<file path="config.mk">
export PLATFORM = sky130hd
export DESIGN_NAME = rstseq_top
export DESIGN_NICKNAME = d
export VERILOG_FILES = /design/src/rtl/rstseq_pkg.sv /design/src/rtl/rstseq_pinqual.sv /design/src/rtl/rstseq_stab.sv /design/src/rtl/rstseq_fsm.sv /design/src/rtl/rstseq_top.sv
export SDC_FILE = /design/constraint.sdc
export NUM_CORES = 1
export LEC_CHECK = 0
export CORE_AREA = 2 2 97 99
export DETAILED_ROUTE_END_ITERATION = 6
export DIE_AREA = 0 0 99 101
export GPL_TIMING_DRIVEN = 1
export HOLD_SLACK_MARGIN = 0.15
export SLEW_MARGIN = 20
export SYNTH_ARGS = -nofsm -noshare
export SYNTH_HDL_FRONTEND = slang
export SYNTH_SLANG_ARGS = --single-unit
export TNS_END_PERCENT = 10
</file>
<file path="constraint.sdc">
create_clock -name clk -period 2.5 [get_ports clk]
set_input_delay 0.25 -clock clk [delete_from_list [all_inputs] [get_ports clk]]
set_output_delay 0.25 -clock clk [all_outputs]
set_load 0.05 [all_outputs]
</file>
<file path="src/rtl/rstseq_pkg.sv">
package rstseq_pkg;

  typedef enum logic [2:0] {
    ST_HOLD,
    ST_PREP,
    ST_VHI,
    ST_VLO,
    ST_LOAD,
    ST_RUN
  } seq_state_e;

  // Length of a trailing run of low half-cycle samples, saturating at three.
  function automatic logic [1:0] low_run_next(input logic [1:0] run, input logic smp);
    if (smp) return 2'd0;
    else if (run == 2'd3) return 2'd3;
    else return run + 2'd1;
  endfunction

  // Stabilization interval in clock cycles for the chosen setting.
  function automatic int unsigned stab_len(input logic fast, input int unsigned slow_cyc,
                                           input int unsigned fast_cyc);
    return fast ? fast_cyc : slow_cyc;
  endfunction

endpackage

</file>
<file path="src/rtl/rstseq_pinqual.sv">
module rstseq_pinqual
  import rstseq_pkg::*;
(
  input  logic clk,
  input  logic por,
  input  logic pin_n,
  output logic hold
);

  logic       neg_smp;
  logic [1:0] run_q;
  logic [1:0] run_a;
  logic [1:0] run_b;
  logic       qual_ev;

  // falling-edge half of the sampling
  always_ff @(negedge clk or posedge por) begin
    if (por) neg_smp <= 1'b1;
    else     neg_smp <= pin_n;
  end

  // negedge sample is older than the posedge sample
  always_comb begin
    run_a   = low_run_next(run_q, neg_smp);
    run_b   = low_run_next(run_a, pin_n);
    qual_ev = (run_a == 2'd3) || (run_b == 2'd3);
  end

  always_ff @(posedge clk or posedge por) begin
    if (por) begin
      run_q <= 2'd0;
      hold  <= 1'b0;
    end else begin
      run_q <= run_b;
      if (qual_ev)    hold <= 1'b1;
      else if (pin_n) hold <= 1'b0;
    end
  end

  // acceptance always involves a low falling-edge sample
  a_r6_hold_needs_low_half: assert property (@(posedge clk) disable iff (por)
    $rose(hold) |-> !$past(neg_smp));

  // with both half samples high the hold is released
  a_r6_hold_drops_on_high: assert property (@(posedge clk) disable iff (por)
    (hold && pin_n && neg_smp) |=> !hold);

endmodule

</file>
<file path="src/rtl/rstseq_stab.sv">
module rstseq_stab
  import rstseq_pkg::*;
#(
  parameter int unsigned SLOW_CYC = 4064,
  parameter int unsigned FAST_CYC = 128
) (
  input  logic clk,
  input  logic por,
  input  logic osc_ok,
  input  logic fast_sel,
  output logic stab_done
);

  localparam int CW = $clog2(SLOW_CYC + 1);

  logic [1:0]    sync_q;
  logic          released;
  logic          fast_q;
  logic [CW-1:0] cnt;
  logic [CW-1:0] lim;
  logic          count_en;

  // two-flop release synchronizer, asserted asynchronously
  always_ff @(posedge clk or posedge por) begin
    if (por) sync_q <= 2'b00;
    else     sync_q <= {sync_q[0], 1'b1};
  end

  always_comb begin
    released = sync_q[1];
    count_en = released && osc_ok && !stab_done;
    lim      = CW'(stab_len(fast_q, SLOW_CYC, FAST_CYC) - 1);
  end

  always_ff @(posedge clk or posedge por) begin
    if (por) begin
      fast_q    <= 1'b0;
      cnt       <= '0;
      stab_done <= 1'b0;
    end else begin
      if (cnt == '0 && !count_en && !stab_done) fast_q <= fast_sel;
      if (count_en) begin
        cnt <= cnt + 1'b1;
        if (cnt == lim) stab_done <= 1'b1;
      end
    end
  end

  // no progress while the oscillator is idle
  a_r2_idle_without_osc: assert property (@(posedge clk) disable iff (por)
    (!osc_ok && !stab_done) |=> ($stable(cnt) && !stab_done));

  // the interval select cannot move once counting has begun
  a_r4_select_frozen: assert property (@(posedge clk) disable iff (por)
    (cnt != '0) |=> $stable(fast_q));

  // completion only at the selected limit
  a_r3_done_at_limit: assert property (@(posedge clk) disable iff (por)
    $rose(stab_done) |-> ($past(cnt) == $past(lim)));

endmodule

</file>
<file path="src/rtl/rstseq_fsm.sv">
module rstseq_fsm
  import rstseq_pkg::*;
#(
  parameter int unsigned PREP_CYC = 3,
  parameter logic [15:0] VEC_ADDR = 16'h07FE
) (
  input  logic        clk,
  input  logic        por,
  input  logic        src_active,
  input  logic [7:0]  rd_data,
  output logic        rst_out,
  output logic [15:0] addr,
  output logic        rd_en,
  output logic [15:0] pc,
  output logic        done
);

  localparam int          PW     = $clog2(PREP_CYC + 1);
  localparam logic [15:0] VEC_LO = VEC_ADDR + 16'd1;
  localparam logic [PW-1:0] PREP_LAST = PW'(PREP_CYC - 1);

  seq_state_e    state;
  seq_state_e    state_nx;
  logic [PW-1:0] prep_cnt;
  logic [7:0]    hi_q;
  logic          fetch_hi_ev;
  logic          load_ev;

  always_comb begin
    state_nx = state;
    if (src_active) state_nx = ST_HOLD;
    else begin
      case (state)
        ST_HOLD: state_nx = ST_PREP;
        ST_PREP: if (prep_cnt == PREP_LAST) state_nx = ST_VHI;
        ST_VHI:  state_nx = ST_VLO;
        ST_VLO:  state_nx = ST_LOAD;
        ST_LOAD: state_nx = ST_RUN;
        default: state_nx = ST_RUN;
      endcase
    end
    fetch_hi_ev = (state == ST_VHI) && !src_active;
    load_ev     = (state == ST_LOAD) && !src_active;
  end

  always_ff @(posedge clk or posedge por) begin
    if (por) begin
      state    <= ST_HOLD;
      prep_cnt <= '0;
      hi_q     <= 8'h00;
      pc       <= 16'h0000;
      done     <= 1'b0;
    end else begin
      state    <= state_nx;
      prep_cnt <= (state == ST_PREP && !src_active) ? prep_cnt + 1'b1 : '0;
      if (state == ST_VLO) hi_q <= rd_data;
      if (load_ev) pc <= {hi_q, rd_data};
      done     <= load_ev;
    end
  end

  always_comb begin
    rst_out = por || (state != ST_RUN);
    rd_en   = (state == ST_VHI) || (state == ST_VLO) || (state == ST_RUN);
    if (state == ST_RUN)                            addr = pc;
    else if (state == ST_VLO || state == ST_LOAD)  addr = VEC_LO;
    else                                            addr = VEC_ADDR;
  end

  // the low vector byte is strobed right after the high byte
  a_r9_lo_after_hi: assert property (@(posedge clk) disable iff (por)
    fetch_hi_ev |=> (rd_en && addr == VEC_LO && rst_out));

  // single-cycle completion pulse
  a_r10_done_single: assert property (@(posedge clk) disable iff (por)
    done |=> !done);

  // completion coincides with the first fetch from the new counter
  a_r10_done_releases: assert property (@(posedge clk) disable iff (por)
    done |-> (!rst_out && rd_en && addr == pc));

  // any active source returns the block to reset
  a_r11_src_forces_reset: assert property (@(posedge clk) disable iff (por)
    src_active |=> (rst_out && !done));

endmodule

</file>
<file path="src/rtl/rstseq_top.sv">
module rstseq_top #(
  parameter int unsigned SLOW_CYC = 4064,
  parameter int unsigned FAST_CYC = 128,
  parameter int unsigned PREP_CYC = 3,
  parameter int unsigned REQ_W    = 2,
  parameter logic [15:0] VEC_ADDR = 16'h07FE
) (
  input  logic             clk,
  input  logic             por,
  input  logic             ext_rst_n,
  input  logic [REQ_W-1:0] int_req,
  input  logic             osc_ok,
  input  logic             fast_stab,
  input  logic [7:0]       rd_data,
  output logic             rst_out,
  output logic [15:0]      addr,
  output logic             rd_en,
  output logic [15:0]      pc,
  output logic             done
);

  logic ext_hold;
  logic stab_done;
  logic src_active;

  rstseq_pinqual u_qual (
    .clk   (clk),
    .por   (por),
    .pin_n (ext_rst_n),
    .hold  (ext_hold)
  );

  rstseq_stab #(
    .SLOW_CYC (SLOW_CYC),
    .FAST_CYC (FAST_CYC)
  ) u_stab (
    .clk       (clk),
    .por       (por),
    .osc_ok    (osc_ok),
    .fast_sel  (fast_stab),
    .stab_done (stab_done)
  );

  assign src_active = ext_hold || (|int_req) || !stab_done;

  rstseq_fsm #(
    .PREP_CYC (PREP_CYC),
    .VEC_ADDR (VEC_ADDR)
  ) u_fsm (
    .clk        (clk),
    .por        (por),
    .src_active (src_active),
    .rd_data    (rd_data),
    .rst_out    (rst_out),
    .addr       (addr),
    .rd_en      (rd_en),
    .pc         (pc),
    .done       (done)
  );

  // reset stays up while the interval is unfinished
  a_r5_hold_until_stable: assert property (@(posedge clk) disable iff (por)
    !stab_done |=> rst_out);

endmodule

</file>
==> reports/metrics.cfg <==
[critical_path]
critical_path.cell_chain = nor2b_1 -> buf_4 -> and3_1 -> clkdlybuf4s50_1
slowest_delay_ns = 0.80
regToRegStartpoint = u_qual.neg_smp
crit_path_max_fanout = 6
crit_start = u_fsm.state[0]
path_delay_family = buffers and inverters
end_kind = primary output
critPathBufInv = 2
cp_data_arrival_time_ns = 2.11
critical_path_class = flip-flop to primary output
critical_path.slowest_cell = sky130_fd_sc_hd__clkdlybuf4s50_1
cp_data_required_time_ns = 2.25
worstSetupStartpointType = flip-flop

[logic_synthesis]
synthFlopType = sky130_fd_sc_hd__dfrtp_1
synthesis.area_um2 = 2180
ys.warnings.count = 0
portion_of_the_post_synthesis_area_used_by_sequential_elements = 0.575
ranking_of_synthesized_cells_by_area = sky130_fd_sc_hd__dfrtp_1 (56%), sky130_fd_sc_hd__mux2_2 (8.3%), sky130_fd_sc_hd__mux2_4 (6.2%)
synthesis.area_per_instance_um2 = 12.5
synth_adder_area_share = 0.0172
synth_cells = 174
synth_simple_gate_area_share = 0.157
synth_async_sr_flop_share = 1.00
post_synthesis_share_of_cell_area_spent_on_xor_and_xnor_gates = 0.0442
post_synth_num_cell_types = 32
top_cell_type_s_share_of_synthesized_area = 0.563
yosys.area.top_type = sky130_fd_sc_hd__dfrtp_1
synth_mux_area_frac = 0.145
syn-num-nets = 192
synth-compound-area-share = 0.0276
seq_cells_post_synth = 50
number_of_enable_flip_flop_cells_after_synthesis = 0
synth_top_family_by_area = simple AND/OR/NAND/NOR gates

[clocking]
clkSlewWorstSetupHoldPaths_ns = 0.09
cts_sinks = 50
cts.repair_timing.setup_buffer_count = 0
htree_levels = 2
cts_buffers = 5
tritoncts = built
post_cts_hold_buffer_count = 0
post_cts.resized_instances = 0
clk_path_buf_depth = 2
cts_root_buffer = sky130_fd_sc_hd__clkbuf_8
clock_insertion_delay_worst_skew_ns = 0.34

[final_layout]
diode_count = 0
final_net_count = 247
post_route_cells_drive_above_1_share = 0.236
finalInstanceArea_um2 = 2850
flow.area_growth_from_synthesis_pct = 30.9

[power_and_ir_drop]
power.ir.vdd_worst_mv = 0.300
sw_frac_of_total = 0.250
cellInternalPower_w = 0.00115
p_seq_frac = 0.611
power.switching_w = 0.000383
power.density_nw_per_um2 = 537
power_frac_clock = 0.286
power.static_leakage_nw = 1.33
final_power_w = 0.00153
power.combinational.fraction = 0.102

[die]
io-pin-count = 50
dieArea_um2 = 10000
floorplan.initialDensity = 0.243
die-height_um = 101
fp.dieW_um = 99
core_area_um2 = 8980
placement_rows = 35

[job]
cap_viol_max_count = 0

[sta]
timing_worst_slew_pin_value_ns = 0.618
unrepaired_setup_endpoints_after_global_routing = false
setup_viol_count_final = 0
finalSetupTns_ns = 0
max-slew-margin-rel = 0.588
hold-worst-slack_ns = 0.359
maxClockFrequency_ghz = 0.424
skew_ns = 0.0541
timing.final.crit_share = 0.944
post-route-min-period_ns = 2.36
hold_violations = 0
timing_max_transition_violations_final = 0

[route]
dr_wl_met2_um = 2020
vias = 1414
first_pass_iters = 4
drt.antenna.violating_nets = 0
via_per_inst = 4.16
wl_per_cell_um = 12.5
routedLengthMet1_um = 2020
wl_met3_um = 142
route.detailed.drc = 0
drt_wl_total_um = 4250
drtIter0Drc = 83
top_layer_used = met4

[grt]
grt_pass1_wl_um = 7080
grt-ovfl-total = 0
first_global_vias = 1406
number_of_antenna_violations_at_the_first_check_in_global_routing = 0
grt_max_degree = 50
overall_fraction_of_global_route_tracks_in_use = 0.0900

[placed_design]
routabilityCongestion = 0.795
buffer_ports.inserted = 49
dpl_cell_area_um2 = 2770
dp_wirelength_um = 3110

[min_path]
hold_path_class = flip-flop to flip-flop
holdCritStartpoint = u_stab.sync_q[0]

[run_status]
result_of_the_run = finished, final reports clean

cells by family (layout without fill, tap and decap cells):
group,count (synthesis),after routing
compound gates,10,10
xor+xnor,11,11
fa+ha+maj,3,3
buf+inv,13,68
flops,50,50
mux,25,25
other cells,1,1
simple gates,61,61
through the flow:
stage	setup slack (ns)	cells	util
2_1_floorplan	0.0488	174	-
5_1_grt	0.0138	340	0.318
6_report	0.141	340	0.318
3_5_place_dp	0.229	333	0.309
4_1_cts	0.115	340	0.318
3_3_place_gp	0.237	333	0.309
power by group through the flow:
stage | clock network (W) | logic, W | registers [W]
final | 0.000439 | 0.000157 | 0.000936
after global routing | 0.000491 | 0.000180 | 0.000946
after CTS | 0.000461 | 0.000162 | 0.000937
after detailed placement | 0.00000501 | 0.000160 | 0.000952
after global placement | 0.00000501 | 0.000156 | 0.000948
after floorplan | 0.00000501 | 0.000114 | 0.000934
final timing paths:
kind | end | slack (ns) | cells after the start
setup / recovery | addr[11] | 0.14 | 4
hold / removal | u_stab.sync_q[1] | 0.36 | 0
setup reg to reg | u_qual.hold | 0.30 | 3
hold reg to reg | u_stab.sync_q[1] | 0.36 | 0
max in group asynchronous | u_qual.neg_smp | 0.97 | 2
min in group asynchronous | u_stab.stab_done | 0.49 | 3
synthesized netlist by cell type, types with 4 or more instances:
master	n
sky130_fd_sc_hd__nand4_1	5
sky130_fd_sc_hd__inv_1	8
sky130_fd_sc_hd__nand2_1	11
sky130_fd_sc_hd__nor3_1	5
sky130_fd_sc_hd__mux2_4	9
sky130_fd_sc_hd__xnor2_1	7
sky130_fd_sc_hd__xor2_1	4
sky130_fd_sc_hd__mux2_2	16
sky130_fd_sc_hd__and3_1	8
sky130_fd_sc_hd__a21oi_1	4
sky130_fd_sc_hd__nor2_1	10
sky130_fd_sc_hd__dfrtp_1	49
sky130_fd_sc_hd__nand2b_1	10
final cells by class:
type,count,area [um^2]
inverter,7,26.3
multi-input combinational,111,855
clock inverter,3,13.8
timing repair buffer,53,498
sequential,50,1250
fill,890,6120
tap,111,139
clock buffer,5,68.8
layer usage:
metal  vias to the layer above  track usage
met3                         5       0.0236
li1                        696            -
met1                       690        0.119
met4                         0       0.0285
met2                        23        0.144
met5                         -            0
worst reg2reg max path, stage by stage, from the launching register on:
cell and delay [ns]:
sky130_fd_sc_hd__dfstp_2 0.53, sky130_fd_sc_hd__inv_1 0.05, sky130_fd_sc_hd__a21oi_1 0.13, sky130_fd_sc_hd__o2bb2ai_1 0.08
sequential cells by signal (all words and copies together), names as in the netlist:
| register | cells |
|---|---|
| u_qual.run_q | 2 |
| u_fsm.pc | 16 |
| u_stab.sync_q | 2 |
| u_fsm.prep_cnt | 2 |
| u_qual.neg_smp | 1 |
| u_stab.fast_q | 1 |
| u_stab.stab_done | 1 |
| u_qual.hold | 1 |
| u_fsm.state | 3 |
| u_stab.cnt | 12 |
| u_fsm.done | 1 |
| u_fsm.hi_q | 8 |
layout by cell type, fill, tap and decap left out, drive strengths merged, types with 2 or more instances in the layout:
| cell type | Yosys | routed |
|---|---|---|
| dfrtp | 49 | 49 |
| clkdlybuf4s50 | 0 | 35 |
| mux2 | 25 | 25 |
| buf | 2 | 18 |
| nand2 | 11 | 11 |
| nor2 | 10 | 10 |
| nand2b | 10 | 10 |
| and3 | 8 | 8 |
| inv | 8 | 8 |
| xnor2 | 7 | 7 |
| nand4 | 5 | 5 |
| nor3 | 5 | 5 |
| clkbuf | 3 | 5 |
| xor2 | 4 | 4 |
| a21oi | 4 | 4 |
| nor2b | 3 | 3 |
| ha | 3 | 3 |
| o21ai | 2 | 2 |
| nor4b | 2 | 2 |
| o21bai | 2 | 2 |
Power figures use the tool's default switching activity.
